**src/rtl/ctxrx_pkg.sv**
```systemverilog
// Package: shared constants and types for the context-ID link receiver.
// Assumes: exactly two upstream links feed one cell.
package ctxrx_pkg;
    localparam int NLINK = 2;

    // One downstream symbol before the toggle bit is worked out.
    typedef struct packed {
        logic c;
        logic v;
    } sym_t;
endpackage

```
**src/rtl/ctxrx_link_rx.sv**
```systemverilog
// Module: ctxrx_link_rx
// Detects a pending symbol on one upstream link by comparing its
// parity with the parity of the last symbol consumed.
// Assumes: upstream holds a symbol stable until it is consumed.
module ctxrx_link_rx (
    input  logic clk,
    input  logic rst_n,
    input  logic c_i,
    input  logic v_i,
    input  logic r_i,
    input  logic take_i,
    output logic pend_o
);
    logic ph_q;
    logic ph_now;

    assign ph_now = c_i ^ v_i ^ r_i;
    assign pend_o = ph_now != ph_q;

    // Remember the parity of the last consumed symbol.
    always_ff @(posedge clk) begin
        if (!rst_n)      ph_q <= 1'b0;
        else if (take_i) ph_q <= ph_now;
    end
endmodule

```
**src/rtl/ctxrx_id_shift.sv**
```systemverilog
// Module: ctxrx_id_shift
// Collects a serial context identifier, MSB first. Acknowledges each
// stored bit and publishes the full identifier when the last bit arrives.
// Assumes: ID_W >= 2; clear_i and shift_i are never high together.
module ctxrx_id_shift #(
    parameter int ID_W = 3
) (
    input  logic            clk,
    input  logic            rst_n,
    input  logic            shift_i,
    input  logic            clear_i,
    input  logic            bit_i,
    output logic            ack_o,
    output logic            full_o,
    output logic [ID_W-1:0] full_id_o,
    output logic [ID_W-1:0] ctx_o
);
    localparam int CNT_W = (ID_W > 2) ? $clog2(ID_W) : 1;
    localparam logic [CNT_W-1:0] LAST = CNT_W'(ID_W - 1);

    logic [ID_W-1:0]  sreg_q;
    logic [CNT_W-1:0] cnt_q;

    assign full_id_o = {sreg_q[ID_W-2:0], bit_i};
    assign full_o    = shift_i && (cnt_q == LAST);

    // Shift register, bit counter and published identifier.
    always_ff @(posedge clk) begin
        if (!rst_n) begin
            sreg_q <= '0;
            cnt_q  <= '0;
            ctx_o  <= '0;
        end else if (clear_i) begin
            cnt_q <= '0;
        end else if (shift_i) begin
            sreg_q <= full_id_o;
            if (cnt_q == LAST) begin
                cnt_q <= '0;
                ctx_o <= full_id_o;
            end else begin
                cnt_q <= cnt_q + 1'b1;
            end
        end
    end

    // One-cycle acknowledge after each stored bit.
    always_ff @(posedge clk) begin
        if (!rst_n) ack_o <= 1'b0;
        else        ack_o <= shift_i;
    end
endmodule

```
**src/rtl/ctxrx_id_tx.sv**
```systemverilog
// Module: ctxrx_id_tx
// Replays a captured identifier downstream, MSB first, one bit per cycle.
// Assumes: load_i is only raised while idle (busy_o low).
module ctxrx_id_tx #(
    parameter int ID_W = 3
) (
    input  logic            clk,
    input  logic            rst_n,
    input  logic            load_i,
    input  logic [ID_W-1:0] id_i,
    output logic            busy_o,
    output logic            bit_o
);
    localparam int LW = $clog2(ID_W + 1);

    logic [ID_W-1:0] buf_q;
    logic [LW-1:0]   left_q;

    assign busy_o = left_q != '0;
    assign bit_o  = buf_q[ID_W-1];

    // Load on a completed identifier, then shift one bit out per cycle.
    always_ff @(posedge clk) begin
        if (!rst_n) begin
            buf_q  <= '0;
            left_q <= '0;
        end else if (load_i) begin
            buf_q  <= id_i;
            left_q <= LW'(ID_W);
        end else if (busy_o) begin
            buf_q  <= buf_q << 1;
            left_q <= left_q - 1'b1;
        end
    end
endmodule

```
**src/rtl/ctxrx_out_enc.sv**
```systemverilog
// Module: ctxrx_out_enc
// Encodes downstream symbols: each fired symbol toggles the output parity.
// Assumes: at most one symbol per cycle.
module ctxrx_out_enc
    import ctxrx_pkg::*;
(
    input  logic clk,
    input  logic rst_n,
    input  logic fire_i,
    input  sym_t sym_i,
    output logic c_o,
    output logic v_o,
    output logic r_o
);
    logic ph_next;

    assign ph_next = ~(c_o ^ v_o ^ r_o);

    // Register the symbol and pick r so the parity flips.
    always_ff @(posedge clk) begin
        if (!rst_n) begin
            c_o <= 1'b0;
            v_o <= 1'b0;
            r_o <= 1'b0;
        end else if (fire_i) begin
            c_o <= sym_i.c;
            v_o <= sym_i.v;
            r_o <= ph_next ^ sym_i.c ^ sym_i.v;
        end
    end
endmodule

```
**src/rtl/ctxrx_top.sv**
```systemverilog
// Module: ctxrx_top
// Receive side of a logic cell: pairs symbols from two links, routes data
// to the look-up table, captures serial context identifiers and replays
// them downstream through a selector that lags the input by one symbol.
// Assumes: both links of a pair normally agree on their class bit.
module ctxrx_top
    import ctxrx_pkg::*;
#(
    parameter int ID_W = 3
) (
    input  logic            clk,
    input  logic            rst_n,
    input  logic [1:0]      lnk_c,
    input  logic [1:0]      lnk_v,
    input  logic [1:0]      lnk_r,
    input  logic            lut_y,
    output logic            lut_a,
    output logic            lut_b,
    output logic            lut_stb,
    output logic            ack,
    output logic [ID_W-1:0] ctx_sel,
    output logic            out_c,
    output logic            out_v,
    output logic            out_r
);
    logic [NLINK-1:0] pend;
    logic             take, same_c, data_acc, id_acc;
    logic             tx_busy, tx_bit, id_full, sel_q;
    logic [ID_W-1:0]  full_id;
    sym_t             osym;

    for (genvar i = 0; i < NLINK; i++) begin : g_link
        ctxrx_link_rx u_rx (
            .clk(clk), .rst_n(rst_n),
            .c_i(lnk_c[i]), .v_i(lnk_v[i]), .r_i(lnk_r[i]),
            .take_i(take), .pend_o(pend[i])
        );
    end

    assign take     = (&pend) && !tx_busy;
    assign same_c   = lnk_c[0] == lnk_c[1];
    assign data_acc = take && same_c && !lnk_c[0];
    assign id_acc   = take && same_c &&  lnk_c[0];

    // Look-up operands and their strobe.
    always_ff @(posedge clk) begin
        if (!rst_n) begin
            lut_a   <= 1'b0;
            lut_b   <= 1'b0;
            lut_stb <= 1'b0;
        end else begin
            lut_stb <= data_acc;
            if (data_acc) begin
                lut_a <= lnk_v[0];
                lut_b <= lnk_v[1];
            end
        end
    end

    // Output selector follows the class of the last matching pair.
    always_ff @(posedge clk) begin
        if (!rst_n)                    sel_q <= 1'b0;
        else if (data_acc || id_acc)   sel_q <= lnk_c[0];
    end

    ctxrx_id_shift #(.ID_W(ID_W)) u_shift (
        .clk(clk), .rst_n(rst_n),
        .shift_i(id_acc), .clear_i(data_acc), .bit_i(lnk_v[0]),
        .ack_o(ack), .full_o(id_full), .full_id_o(full_id), .ctx_o(ctx_sel)
    );

    ctxrx_id_tx #(.ID_W(ID_W)) u_tx (
        .clk(clk), .rst_n(rst_n),
        .load_i(id_full), .id_i(full_id),
        .busy_o(tx_busy), .bit_o(tx_bit)
    );

    assign osym.c = sel_q;
    assign osym.v = sel_q ? tx_bit : lut_y;

    ctxrx_out_enc u_enc (
        .clk(clk), .rst_n(rst_n),
        .fire_i(lut_stb || tx_busy), .sym_i(osym),
        .c_o(out_c), .v_o(out_v), .r_o(out_r)
    );
endmodule

```
**config.mk**
```make
export PLATFORM = sky130hd
export DESIGN_NAME = ctxrx_top
export DESIGN_NICKNAME = d
export VERILOG_FILES = /design/src/rtl/ctxrx_pkg.sv /design/src/rtl/ctxrx_link_rx.sv /design/src/rtl/ctxrx_id_shift.sv /design/src/rtl/ctxrx_id_tx.sv /design/src/rtl/ctxrx_out_enc.sv /design/src/rtl/ctxrx_top.sv
export SDC_FILE = /design/constraint.sdc
export NUM_CORES = 1
export LEC_CHECK = 0
export ABC_AREA = 1
export CAP_MARGIN = 20
export CORE_MARGIN = 2
export CORE_UTILIZATION = 50
export CTS_BUF_LIST = sky130_fd_sc_hd__clkbuf_2
export CTS_CLUSTER_SIZE = 25
export DETAILED_ROUTE_END_ITERATION = 10
export GPL_TIMING_DRIVEN = 0
export PLACE_DENSITY = 0.79
export SLEW_MARGIN = 20
export SYNTH_ARGS = -nofsm -noshare
export SYNTH_HDL_FRONTEND = slang
export SYNTH_SLANG_ARGS = --single-unit
```
**constraint.sdc**
```tcl
create_clock -name clk -period 3.7 [get_ports clk]
set_input_delay 0.74 -clock clk [delete_from_list [all_inputs] [get_ports clk]]
set_output_delay 0.74 -clock clk [all_outputs]
set_load 0.005 [all_outputs]
```
==> summary.txt <==
Outcome
  • Status: complete, no violations

GRT
  • Met2 usage: 34.68%
  • Met1 usage: 23.68%
  • Vias in the first global route: 866
  • First-pass GRT wire length: 3.657 mm
  • Largest net degree at the start of global routing: 14
  • All-Layer GR Usage: 19.11%
  • Met3 usage: 2.761%
  • Most Used Layer, Global Route: met2
  • Initial antenna violation count: 0
  • Remaining Overflow, GRT: 0

Yosys
  • Post-synthesis mux area share: 0%
  • Yosys warns: 0
  • Yosys top cell by area: dfxtp_1
  • Post-synthesis compound-gate area fraction: 13.90%
  • Sequential fraction of the synthesis area: 43.30%
  • Simple-Gate Fraction of Synth Area: 31.73%
  • Mapped Area: 0.001017 mm2
  • Asr flop ratio synth: 0%
  • Synth top area share: 43.30%
  • Top post-synthesis cells by area: dfxtp_1, nand2_1, a21oi_1
  • Number of synthesized flops with an enable pin: 0
  • Syn Area/Cell: 7.480 um2
  • Top-count cell post-synth: nand2_1
  • Synth Area in XOR/XNOR: 1.722%
  • Synth Flop Type: dfxtp_1
  • Synthesized Nets: 146
  • Post-synth top cells: nand2_1, dfxtp_1, a21oi_1, inv_1, o21ai_0
  • Adder-cell share of the synthesized area: 1.230%
  • Mapped Cells: 136
  • Largest family of logic cells by synthesized area: simple AND/OR/NAND/NOR gates
  • Netlist cell types: 23
  • Synth Register Bits: 22

Drt
  • DR WL/cell: 11.32 um
  • 1st-pass router iterations: 4
  • Vias: 932
  • Routed Antenna Nets: 0
  • DRC: 0
  • Vias per cell: 5.038
  • Routed WL: 2.094 mm
  • DRT iter0 DRCs: 12

Power
  • Net Sw Power: 259.9 uW
  • P_leak: 0.0005527 uW
  • Power Dens Cells: 590.2 mW/mm2
  • Total power: 753.3 uW
  • Sequential Power Share: 41.6%
  • Worst VDD drop: 0.4111 mV
  • Clock power share: 22.4%
  • Int Pwr: 493.4 uW
  • Sw frac: 34.50%
  • Combinational fraction of design power: 36.1%

Run
  • Max cap viols: 0

Clocking
  • Post-CTS Resized: 0
  • CTS Buf Count: 3
  • Maximum root-to-sink buffer count: 2
  • CTS hold repair buffers: 0
  • Clk slew on worst S/H paths: 0.21 ns
  • CTS Sinks: 22
  • CTS tree: built
  • Postcts setup bufs: 0
  • Clock Tree Root: clkbuf_2
  • Worst-Skew Late Latency: 0.34 ns
  • # H-tree levels: 1

Critical path
  • Worst setup EP type: flip-flop
  • Crit path DAT: 2.42 ns
  • Reg2reg setup slack: 1.95 ns
  • CP max FO: 8
  • Worst EP required: 3.95 ns
  • R2R cell count: 9
  • Critical path class: in -> reg
  • Setup crit start kind: input port

Die
  • Width of the die: 49.11 um
  • Row cnt: 16
  • # IOs: 19
  • Initial Util: 52.38%
  • Die footprint: 0.002411 mm2
  • Core Box Area: 0.001942 mm2
  • Die H: 49.11 um

Timing
  • Setup Viol. Count Final: 0
  • Post-Route Setup TNS: 0 ns
  • Final hold vios: 0
  • Worst Setup Slack, final: 1.534 ns
  • Least-Margin Pin Slew: 0.4109 ns
  • Relative max-transition margin: 72.61%
  • Fin crit share: 58.53%
  • Unrepaired setup endpoints after global routing: false
  • Hold slack: 0.4832 ns
  • Max Clk Rate: 0.4618 GHz
  • Clock Skew: 0.01334 ns
  • Final count of pins violating max slew: 0
  • Final min period: 2.166 ns

Layout
  • Fin cells: 185
  • Diode count: 0
  • Area Growth Syn to Fin: 25.46%
  • Register area: 440.4 um2
  • Area occupied by multi-input gates: 494.2 um2
  • Share of cells above drive strength 1: 13.92%
  • Nets@finish: 169
  • Fill cells: 186

Place
  • DP HPWL: 1.561 mm
  • I/O Buffers: 18
  • Pre-CTS setup slack: 1.170 ns
  • Placed Cells: 181
  • GP Congestion: 0.8023

Worst hold path
  • Cell depth of the worst min-delay path: 2
  • Type of the worst min-delay path: reg -> reg
per-stage QoR:
step	util (%)	area [um2]
finish	65.72	1276
global route	65.72	1276
CTS	65.72	1276
detailed placement	63.40	1231
global placement	63.40	1231
floorplan	-	1017
cell usage in the layout, fill, tap and decap left out:
cell / instances
o21ai_0: 11
nand3_4: 1
inv_2: 4
a31oi_1: 1
nand2_4: 1
inv_1: 16
clkdlybuf4s50_1: 18
nand2_2: 4
nand3_1: 7
nand3_2: 3
xnor2_1: 1
clkbuf_2: 3
nor3_4: 1
ha_1: 1
nand3b_1: 1
nor2_2: 3
clkbuf_1: 1
a21oi_1: 16
bufinv_16: 1
clkinv_1: 1
nand2_1: 30
xor2_1: 1
nand4_2: 1
dfxtp_1: 22
nand4_1: 1
nor2_1: 8
power groups by stage:
stage	Sequential, uW	Combinational (uW)	Clock, uW
CTS	313	274	169
floorplan	315	187	0
global route	319	304	181
detailed placement	318	272	0
global placement	314	259	0
finish	313	272	169
worst paths after layout:
path | startpoint | endpoint
worst max-delay path | lnk_v[0] | u_shift.cnt_q[1]$_SDFFE_PP0P_
worst min-delay path | u_shift.ctx_o[0]$_SDFFE_PN0P_ | u_shift.ctx_o[0]$_SDFFE_PN0P_
worst max register to register | u_tx.left_q[0]$_SDFFE_PN0P_ | u_tx.buf_q[2]$_SDFFE_PN0P_
worst min register to register | u_shift.ctx_o[0]$_SDFFE_PN0P_ | u_shift.ctx_o[0]$_SDFFE_PN0P_
cell families after synthesis:
kind of cell / after synthesis
adder cells (fa/ha/maj): 1
AND/OR/NAND/NOR: 61
AO/OA/AOI/OAI: 28
XOR/XNOR: 2
flip-flops: 22
buffers and inverters: 22
cell type report:
class	count	share of cell area, %
inverter	21	6.176
clock inverter	1	2.353
sequential	22	34.51
clock buffer	3	1.176
multi-input combinational	92	38.73
timing repair buffer	18	14.12
buffer	1	0.2941
tap	27	2.647
registers in the layout, indices dropped and copies added (netlist names):
signal and cells:
lut_b 1, u_tx.left_q 2, u_shift.sreg_q 2, sel_q 1, u_shift.ctx_o 3, u_tx.buf_q 3
u_shift.cnt_q 2, u_shift.ack_o 1, u_enc.c_o 1, lut_a 1, u_enc.r_o 1, lut_stb 1
g_link.u_rx.ph_q 2, u_enc.v_o 1
worst max-delay path, stage by stage:
cell and delay (ns):
clkdlybuf4s50_1 0.56, nand2_1 0.10, nand2_1 0.08, nand2_1 0.06
nand2_1 0.07, nand2_1 0.05, nand2_1 0.11, inv_2 0.07
nor3_4 0.25, inv_1 0.17, nand2_1 0.09, a21oi_1 0.06
layer usage:
layer	up-vias	part of all wire, %
li1	483	-
met1	431	46
met2	16	50
met3	2	2.5
met4	0	1.0
met5	-	0
Note: power is estimated with default switching activity, not from simulation.
